<file path="src/rtl/math_exec_pkg.sv">
package math_exec_pkg;

  typedef enum logic [2:0] {
    FN_AND = 3'b000,
    FN_OR  = 3'b001,
    FN_XOR = 3'b010,
    FN_ADD = 3'b011,
    FN_SUB = 3'b100,
    FN_INC = 3'b101,
    FN_DEC = 3'b110,
    FN_NOT = 3'b111
  } fn_e;

  typedef enum logic [1:0] {
    SRC_PTR = 2'b00,
    SRC_ACC = 2'b01,
    SRC_IMM = 2'b10,
    SRC_ABS = 2'b11
  } src_e;

  typedef enum logic [1:0] {
    DST_PTR = 2'b00,
    DST_ACC = 2'b01,
    DST_MAR = 2'b10,
    DST_ABS = 2'b11
  } dst_e;

  // Field order is decoded by the fetch stage, so it is fixed.
  typedef struct packed {
    logic is_math;
    src_e src;
    dst_e dst;
    fn_e  fn;
  } op_t;

  typedef enum logic [2:0] {
    ST_IDLE,
    ST_SRC_ADDR,
    ST_SRC_DATA,
    ST_DST_ADDR,
    ST_DST_DATA,
    ST_EXEC,
    ST_FIN
  } state_e;

endpackage

</file>
<file path="src/rtl/math_alu.sv">
module math_alu
  import math_exec_pkg::*;
#(
  parameter int W = 16
) (
  input  fn_e          fn,
  input  logic [W-1:0] lhs,
  input  logic [W-1:0] rhs,
  output logic [W-1:0] res
);

  localparam logic [W-1:0] ONE = W'(1);

  always_comb begin
    unique case (fn)
      FN_AND:  res = lhs & rhs;
      FN_OR:   res = lhs | rhs;
      FN_XOR:  res = lhs ^ rhs;
      FN_ADD:  res = lhs + rhs;
      FN_SUB:  res = lhs - rhs;
      FN_INC:  res = lhs + ONE;
      FN_DEC:  res = lhs - ONE;
      default: res = ~lhs;
    endcase
  end

endmodule

</file>
<file path="src/rtl/math_ctrl.sv">
module math_ctrl
  import math_exec_pkg::*;
#(
  parameter int DATA_W = 8,
  parameter int ADDR_W = 16
) (
  input  logic              clk,
  input  logic              rst,
  input  logic              start,
  input  op_t               op_in,
  input  logic [ADDR_W-1:0] operand_in,
  input  logic [ADDR_W-1:0] ptr_cur,
  input  logic [DATA_W-1:0] mem_rdata,
  input  logic [DATA_W-1:0] result_byte,
  output src_e              q_src,
  output dst_e              q_dst,
  output fn_e               q_fn,
  output logic [ADDR_W-1:0] q_operand,
  output logic [DATA_W-1:0] src_byte,
  output logic [DATA_W-1:0] dst_byte,
  output logic [ADDR_W-1:0] mem_addr,
  output logic              mem_we,
  output logic [DATA_W-1:0] mem_wdata,
  output logic              acc_we,
  output logic              mar_we,
  output logic              done
);

  state_e state;

  function automatic logic src_in_mem(src_e s);
    return (s == SRC_PTR) || (s == SRC_ABS);
  endfunction

  function automatic logic dst_in_mem(dst_e d);
    return (d == DST_PTR) || (d == DST_ABS);
  endfunction

  always_ff @(posedge clk) begin
    if (rst) begin
      state     <= ST_IDLE;
      q_src     <= SRC_PTR;
      q_dst     <= DST_PTR;
      q_fn      <= FN_AND;
      q_operand <= '0;
      src_byte  <= '0;
      dst_byte  <= '0;
      mem_addr  <= '0;
      mem_we    <= 1'b0;
      mem_wdata <= '0;
      acc_we    <= 1'b0;
      mar_we    <= 1'b0;
      done      <= 1'b0;
    end else begin
      done   <= 1'b0;
      mem_we <= 1'b0;
      acc_we <= 1'b0;
      mar_we <= 1'b0;
      unique case (state)
        ST_IDLE: begin
          if (start) begin
            q_src     <= op_in.src;
            q_dst     <= op_in.dst;
            q_fn      <= op_in.fn;
            q_operand <= operand_in;
            if (!op_in.is_math) begin
              done <= 1'b1;
            end else if (src_in_mem(op_in.src)) begin
              mem_addr <= (op_in.src == SRC_PTR) ? ptr_cur : operand_in;
              state    <= ST_SRC_ADDR;
            end else if (dst_in_mem(op_in.dst)) begin
              mem_addr <= (op_in.dst == DST_PTR) ? ptr_cur : operand_in;
              state    <= ST_DST_ADDR;
            end else begin
              state <= ST_EXEC;
            end
          end
        end
        ST_SRC_ADDR: state <= ST_SRC_DATA;
        ST_SRC_DATA: begin
          src_byte <= mem_rdata;
          if (dst_in_mem(q_dst)) begin
            mem_addr <= (q_dst == DST_PTR) ? ptr_cur : q_operand;
            state    <= ST_DST_ADDR;
          end else begin
            state <= ST_EXEC;
          end
        end
        ST_DST_ADDR: state <= ST_DST_DATA;
        ST_DST_DATA: begin
          dst_byte <= mem_rdata;
          state    <= ST_EXEC;
        end
        ST_EXEC: begin
          unique case (q_dst)
            DST_ACC: acc_we <= 1'b1;
            DST_MAR: mar_we <= 1'b1;
            default: begin
              mem_we    <= 1'b1;
              mem_wdata <= result_byte;
            end
          endcase
          state <= ST_FIN;
        end
        default: begin
          done  <= 1'b1;
          state <= ST_IDLE;
        end
      endcase
    end
  end

  AST_DONE_PULSE: assert property (@(posedge clk) disable iff (rst)
    done |=> !done) else $error("done longer than one cycle");

  AST_WE_PULSE: assert property (@(posedge clk) disable iff (rst)
    mem_we |=> !mem_we) else $error("write enable longer than one cycle");

  AST_WE_THEN_DONE: assert property (@(posedge clk) disable iff (rst)
    mem_we |=> done) else $error("write not followed by done");

  AST_RMW_SAME_ADDR: assert property (@(posedge clk) disable iff (rst)
    mem_we |-> $stable(mem_addr)) else $error("write address moved after read");

  AST_NOP_QUICK: assert property (@(posedge clk) disable iff (rst)
    (state == ST_IDLE && start && !op_in.is_math) |=> (done && !mem_we))
    else $error("non-math opcode mishandled");

endmodule

</file>
<file path="src/rtl/math_exec_unit.sv">
module math_exec_unit
  import math_exec_pkg::*;
#(
  parameter int DATA_W = 8,
  parameter int ADDR_W = 16
) (
  input  logic              clk,
  input  logic              rst,
  input  logic              start,
  input  logic [7:0]        opcode,
  input  logic [ADDR_W-1:0] operand,
  output logic [DATA_W-1:0] acc,
  output logic [ADDR_W-1:0] mar,
  output logic [ADDR_W-1:0] mem_addr,
  output logic              mem_we,
  output logic [DATA_W-1:0] mem_wdata,
  input  logic [DATA_W-1:0] mem_rdata,
  output logic              done
);

  localparam int PAD_W = ADDR_W - DATA_W;

  src_e              q_src;
  dst_e              q_dst;
  fn_e               q_fn;
  logic [ADDR_W-1:0] q_operand;
  logic [DATA_W-1:0] src_byte, dst_byte;
  logic              acc_we, mar_we;
  logic [ADDR_W-1:0] src_val, dst_val, result;

  math_ctrl #(.DATA_W(DATA_W), .ADDR_W(ADDR_W)) ctrl_i (
    .clk        (clk),
    .rst        (rst),
    .start      (start),
    .op_in      (op_t'(opcode)),
    .operand_in (operand),
    .ptr_cur    (mar),
    .mem_rdata  (mem_rdata),
    .result_byte(result[DATA_W-1:0]),
    .q_src      (q_src),
    .q_dst      (q_dst),
    .q_fn       (q_fn),
    .q_operand  (q_operand),
    .src_byte   (src_byte),
    .dst_byte   (dst_byte),
    .mem_addr   (mem_addr),
    .mem_we     (mem_we),
    .mem_wdata  (mem_wdata),
    .acc_we     (acc_we),
    .mar_we     (mar_we),
    .done       (done)
  );

  // Source selection; constants widen only for the pointer destination.
  always_comb begin
    unique case (q_src)
      SRC_ACC: src_val = {{PAD_W{1'b0}}, acc};
      SRC_IMM: src_val = (q_dst == DST_MAR) ? q_operand
                                            : {{PAD_W{1'b0}}, q_operand[DATA_W-1:0]};
      default: src_val = {{PAD_W{1'b0}}, src_byte};
    endcase
  end

  always_comb begin
    unique case (q_dst)
      DST_ACC: dst_val = {{PAD_W{1'b0}}, acc};
      DST_MAR: dst_val = mar;
      default: dst_val = {{PAD_W{1'b0}}, dst_byte};
    endcase
  end

  math_alu #(.W(ADDR_W)) alu_i (
    .fn (q_fn),
    .lhs(dst_val),
    .rhs(src_val),
    .res(result)
  );

  always_ff @(posedge clk) begin
    if (rst) begin
      acc <= '0;
      mar <= '0;
    end else begin
      if (acc_we) acc <= result[DATA_W-1:0];
      if (mar_we) mar <= result;
    end
  end

  AST_ACC_AT_DONE: assert property (@(posedge clk) disable iff (rst)
    !$stable(acc) |-> done) else $error("accumulator changed mid-instruction");

  AST_MAR_AT_DONE: assert property (@(posedge clk) disable iff (rst)
    !$stable(mar) |-> done) else $error("pointer changed mid-instruction");

endmodule

</file>
<file path="config.mk">
export PLATFORM = sky130hd
export DESIGN_NAME = math_exec_unit
export DESIGN_NICKNAME = d
export VERILOG_FILES = /design/src/rtl/math_exec_pkg.sv /design/src/rtl/math_alu.sv /design/src/rtl/math_ctrl.sv /design/src/rtl/math_exec_unit.sv
export SDC_FILE = /design/constraint.sdc
export NUM_CORES = 1
export LEC_CHECK = 0
export ABC_AREA = 0
export BUFFER_PORTS_ARGS = -buffer_cell sky130_fd_sc_hd__buf_2
export CELL_PAD_IN_SITES_DETAIL_PLACEMENT = 0
export CELL_PAD_IN_SITES_GLOBAL_PLACEMENT = 1
export CORE_ASPECT_RATIO = 1.5
export CORE_MARGIN = 4
export CORE_UTILIZATION = 40
export CTS_CLUSTER_SIZE = 8
export DETAILED_ROUTE_END_ITERATION = 12
export GPL_TIMING_DRIVEN = 0
export PLACE_DENSITY = 0.88
export SLEW_MARGIN = 20
export SYNTH_ARGS = -nofsm -noshare
export SYNTH_HDL_FRONTEND = slang
export SYNTH_SLANG_ARGS = --single-unit
</file>
<file path="constraint.sdc">
create_clock -name clk -period 6.6 [get_ports clk]
set_input_delay 0.33 -clock clk [delete_from_list [all_inputs] [get_ports clk]]
set_output_delay 0.33 -clock clk [all_outputs]
set_load 0.05 [all_outputs]
</file>
==> metrics <==
status finished clean; most frequent cells in the layout nand2_1 (117), a21oi_1 (96), buf_2 (95), dfxtp_1 (94), nor2_1 (89); GPL Wtd Cong 0.938; dominant cells by area after synthesis dfxtp_1 (29%), ha_1 (10%), a21oi_1 (7.4%); final period utilization 0.715; Sink Count 94; CP arrival 4.93 ns; Total Routed Length 22200 um; Sw Pwr 0.925 mW; cell chain of the critical path clkbuf_1, clkbuf_1, clkbuf_1, xor2_1, nand2_1, nand2_1, ha_1, inv_1, fa_1, a21o_1, a21oi_1, o21ai_1, a221oi_1, xnor2_1, a222oi_1, o32ai_1; Slew Viols, Final 0; All-Layer GR Usage 0.237; Num CTS Buffers 9; clk slew on worst S/H paths 0.07 ns; Comb power frac 0.478; Tot Pwr 2.21 mW; Std-Cell Rows 56; min-delay worst type input pin to flip-flop; DRC viols 0; Max Cap Viol 0; CP required 6.81 ns; worst rel slew slack 0.536; Mapped Area 6490 um2; Crit. End Element flip-flop; fin util 0.473; Clock Power Share 0.234; Yosys cell types 63; Synth top area share 0.290; most used cell, CP clkbuf_1; Post-DP HPWL 17600 um; # nets final 1053; yosys warns 0; ys flop type dfxtp_1; layout cell share with drive strength beyond 1 0.135; fill count 1636; Period minus WS final 4.72 ns; Post-synth EDFFs 0; Reg power frac 0.288; pin count of the biggest net entering global routing 16; PD cells 297 nW/um2; # hold bufs at CTS 0; via/cell ratio 5.67; Vias 6631; biggest area consumer among synthesized cells dfxtp_1; final hold violations 0; Ports 85; commonest non-fill, non-tap cell in the layout nand2_1; first-pass GRT wire length 34400 um; DRT iter0 DRCs 464; vias in the first global route 6373; DIE AREA 18400 um2; H-tree depth 3; total negative slack 0 ns; post-synthesis sequential area ratio 0.290; worst setup margin 1.88 ns; routed length per instance 19.0 um; CTS max path bufs 2; Clock Skew 0.00945 ns; number of I/O port buffers 84; Routed Antenna Nets 0; Starting Density 0.412; Gate Count Post-Synth 868; dpl ws 1.97 ns; P_leak 3.24 nW; CP Class flip-flop to flip-flop; CP startpoint kind flip-flop; Area Growth Syn to Fin 14.8%; grt total ovfl 0; # setup viols final 0; CORE AREA 15800 um2; worst slew pin tran 0.694 ns; number of synthesized register bits 94; Die Y 164 um; postcts setup bufs 0; syn_nets 958; die width 112 um; Mapped Avg Cell Area 7.48 um2; Power Internal 1.29 mW; CTS-repair resized insts 0; slowest cell delay on critical path 0.54 ns; Pre-antenna DRT Iters 5; CTS Root Cell clkbuf_16; peak fanout along the critical path 10; Net Sw Frac 0.418; RSZ-0062 raised after global routing no; Fmax 212 MHz; maximum vdd drop 0.000241 V; CTS tree yes; antenna cells 0; Clk Latency, worst-skew pair 0.35 ns; async set or reset register ratio after synthesis 0; initial antenna violation count 0; Slowest-stage cell, CP clkbuf_1
-- final timing paths --
kind,slack (ns),depth (start not counted),endpoint,from
hold / removal,0.23,3,ctrl_i.q_operand[5],operand[5]
hold reg to reg,0.45,2,ctrl_i.mem_wdata[3],ctrl_i.mem_wdata[3]
setup / recovery,1.88,16,mar[10],ctrl_i.q_fn[0]
setup reg to reg,1.88,16,mar[10],ctrl_i.q_fn[0]
-- routing by layer --
layer / GRT usage / up-vias / wire, um / part of all wire
li1: - / 3241 / - / -
met1: 0.269 / 3084 / 8650 / 0.39
met2: 0.422 / 238 / 11100 / 0.50
met3: 0.0317 / 68 / 1230 / 0.055
met4: 0.138 / 0 / 1290 / 0.058
met5: 0 / - / 0 / 0
-- power by group through the flow --
| stage | Sequential [mW] | Combinational, mW | Clock, mW |
|---|---|---|---|
| 4_1_cts | 0.637 | 1.05 | 0.521 |
| 6_report | 0.638 | 1.06 | 0.518 |
| 3_5_place_dp | 0.650 | 1.04 | 0 |
| 2_1_floorplan | 0.688 | 0.732 | 0 |
| 5_1_grt | 0.641 | 1.16 | 0.547 |
| 3_3_place_gp | 0.650 | 1.03 | 0 |
-- cells in the mapped netlist, types with 5 or more instances --
| cell | number |
|---|---|
| nand2_1 | 117 |
| a21oi_1 | 96 |
| dfxtp_1 | 94 |
| nor2_1 | 89 |
| ha_1 | 54 |
| clkbuf_1 | 45 |
| inv_1 | 45 |
| o21ai_0 | 45 |
| mux2i_1 | 28 |
| nor3_1 | 20 |
| nand3_1 | 19 |
| o22ai_1 | 19 |
| a22oi_1 | 14 |
| nand2b_1 | 14 |
| a21o_1 | 11 |
| buf_2 | 11 |
| o21a_1 | 11 |
| xnor2_1 | 11 |
| a211oi_1 | 9 |
| o21ai_1 | 8 |
| nor2b_1 | 7 |
| o31a_1 | 6 |
| and2_1 | 5 |
| or2_2 | 5 |
| or3_1 | 5 |
-- layout make-up --
cell class              instances  area (um2)  area share
clock buffers                  10         229      0.0307
repair buffers                 84         420      0.0564
well taps                     203         254      0.0341
inverters                      45         169      0.0227
multi-input cells             665        4160       0.558
plain buffers                  64         280      0.0376
flip-flops and latches         94        1880       0.252
clock inverters                 5        58.8     0.00789
-- critical path: cells and delay by family, from the launching register on --
family                     cells  cell delay, ns
AOI/OAI and AO/OA              6            1.57
xor gates and xnor gates       2            0.32
adders and majority gates      2            0.64
buffers and inverters          4            1.55
DFF                            1            0.35
and+or+nand+nor                2            0.15
-- per-stage QoR --
step | instances | cell area [um2] | hold WS [ns]
2_1_floorplan | 868 | 6490 | 0.437
3_3_place_gp | 1155 | 7170 | 0.444
3_5_place_dp | 1155 | 7170 | 0.449
4_1_cts | 1170 | 7460 | 0.229
5_1_grt | 1170 | 7460 | 0.225
6_report | 1170 | 7460 | 0.231
-- flip-flops by register name, summed over array words and instances, names as in the netlist --
name	count
acc	8
ctrl_i.acc_we	1
ctrl_i.done	1
ctrl_i.dst_byte	8
ctrl_i.mar_we	1
ctrl_i.mem_addr	16
ctrl_i.mem_wdata	8
ctrl_i.mem_we	1
ctrl_i.q_dst	2
ctrl_i.q_fn	3
ctrl_i.q_operand	16
ctrl_i.q_src	2
ctrl_i.src_byte	8
ctrl_i.state	3
mar	16
-- kinds of logic (layout without fill, tap and decap cells) --
| family | Yosys count | count (layout) | synth area share |
|---|---|---|---|
| and+or+nand+nor | 301 | 301 | 0.209 |
| xor gates and xnor gates | 15 | 15 | 0.0214 |
| buffers and inverters | 109 | 208 | 0.0692 |
| DFF | 94 | 94 | 0.290 |
| AOI/OAI and AO/OA | 262 | 262 | 0.253 |
| muxes | 32 | 32 | 0.0501 |
| adders and majority gates | 55 | 55 | 0.107 |
(Power assumes the default switching activity.)
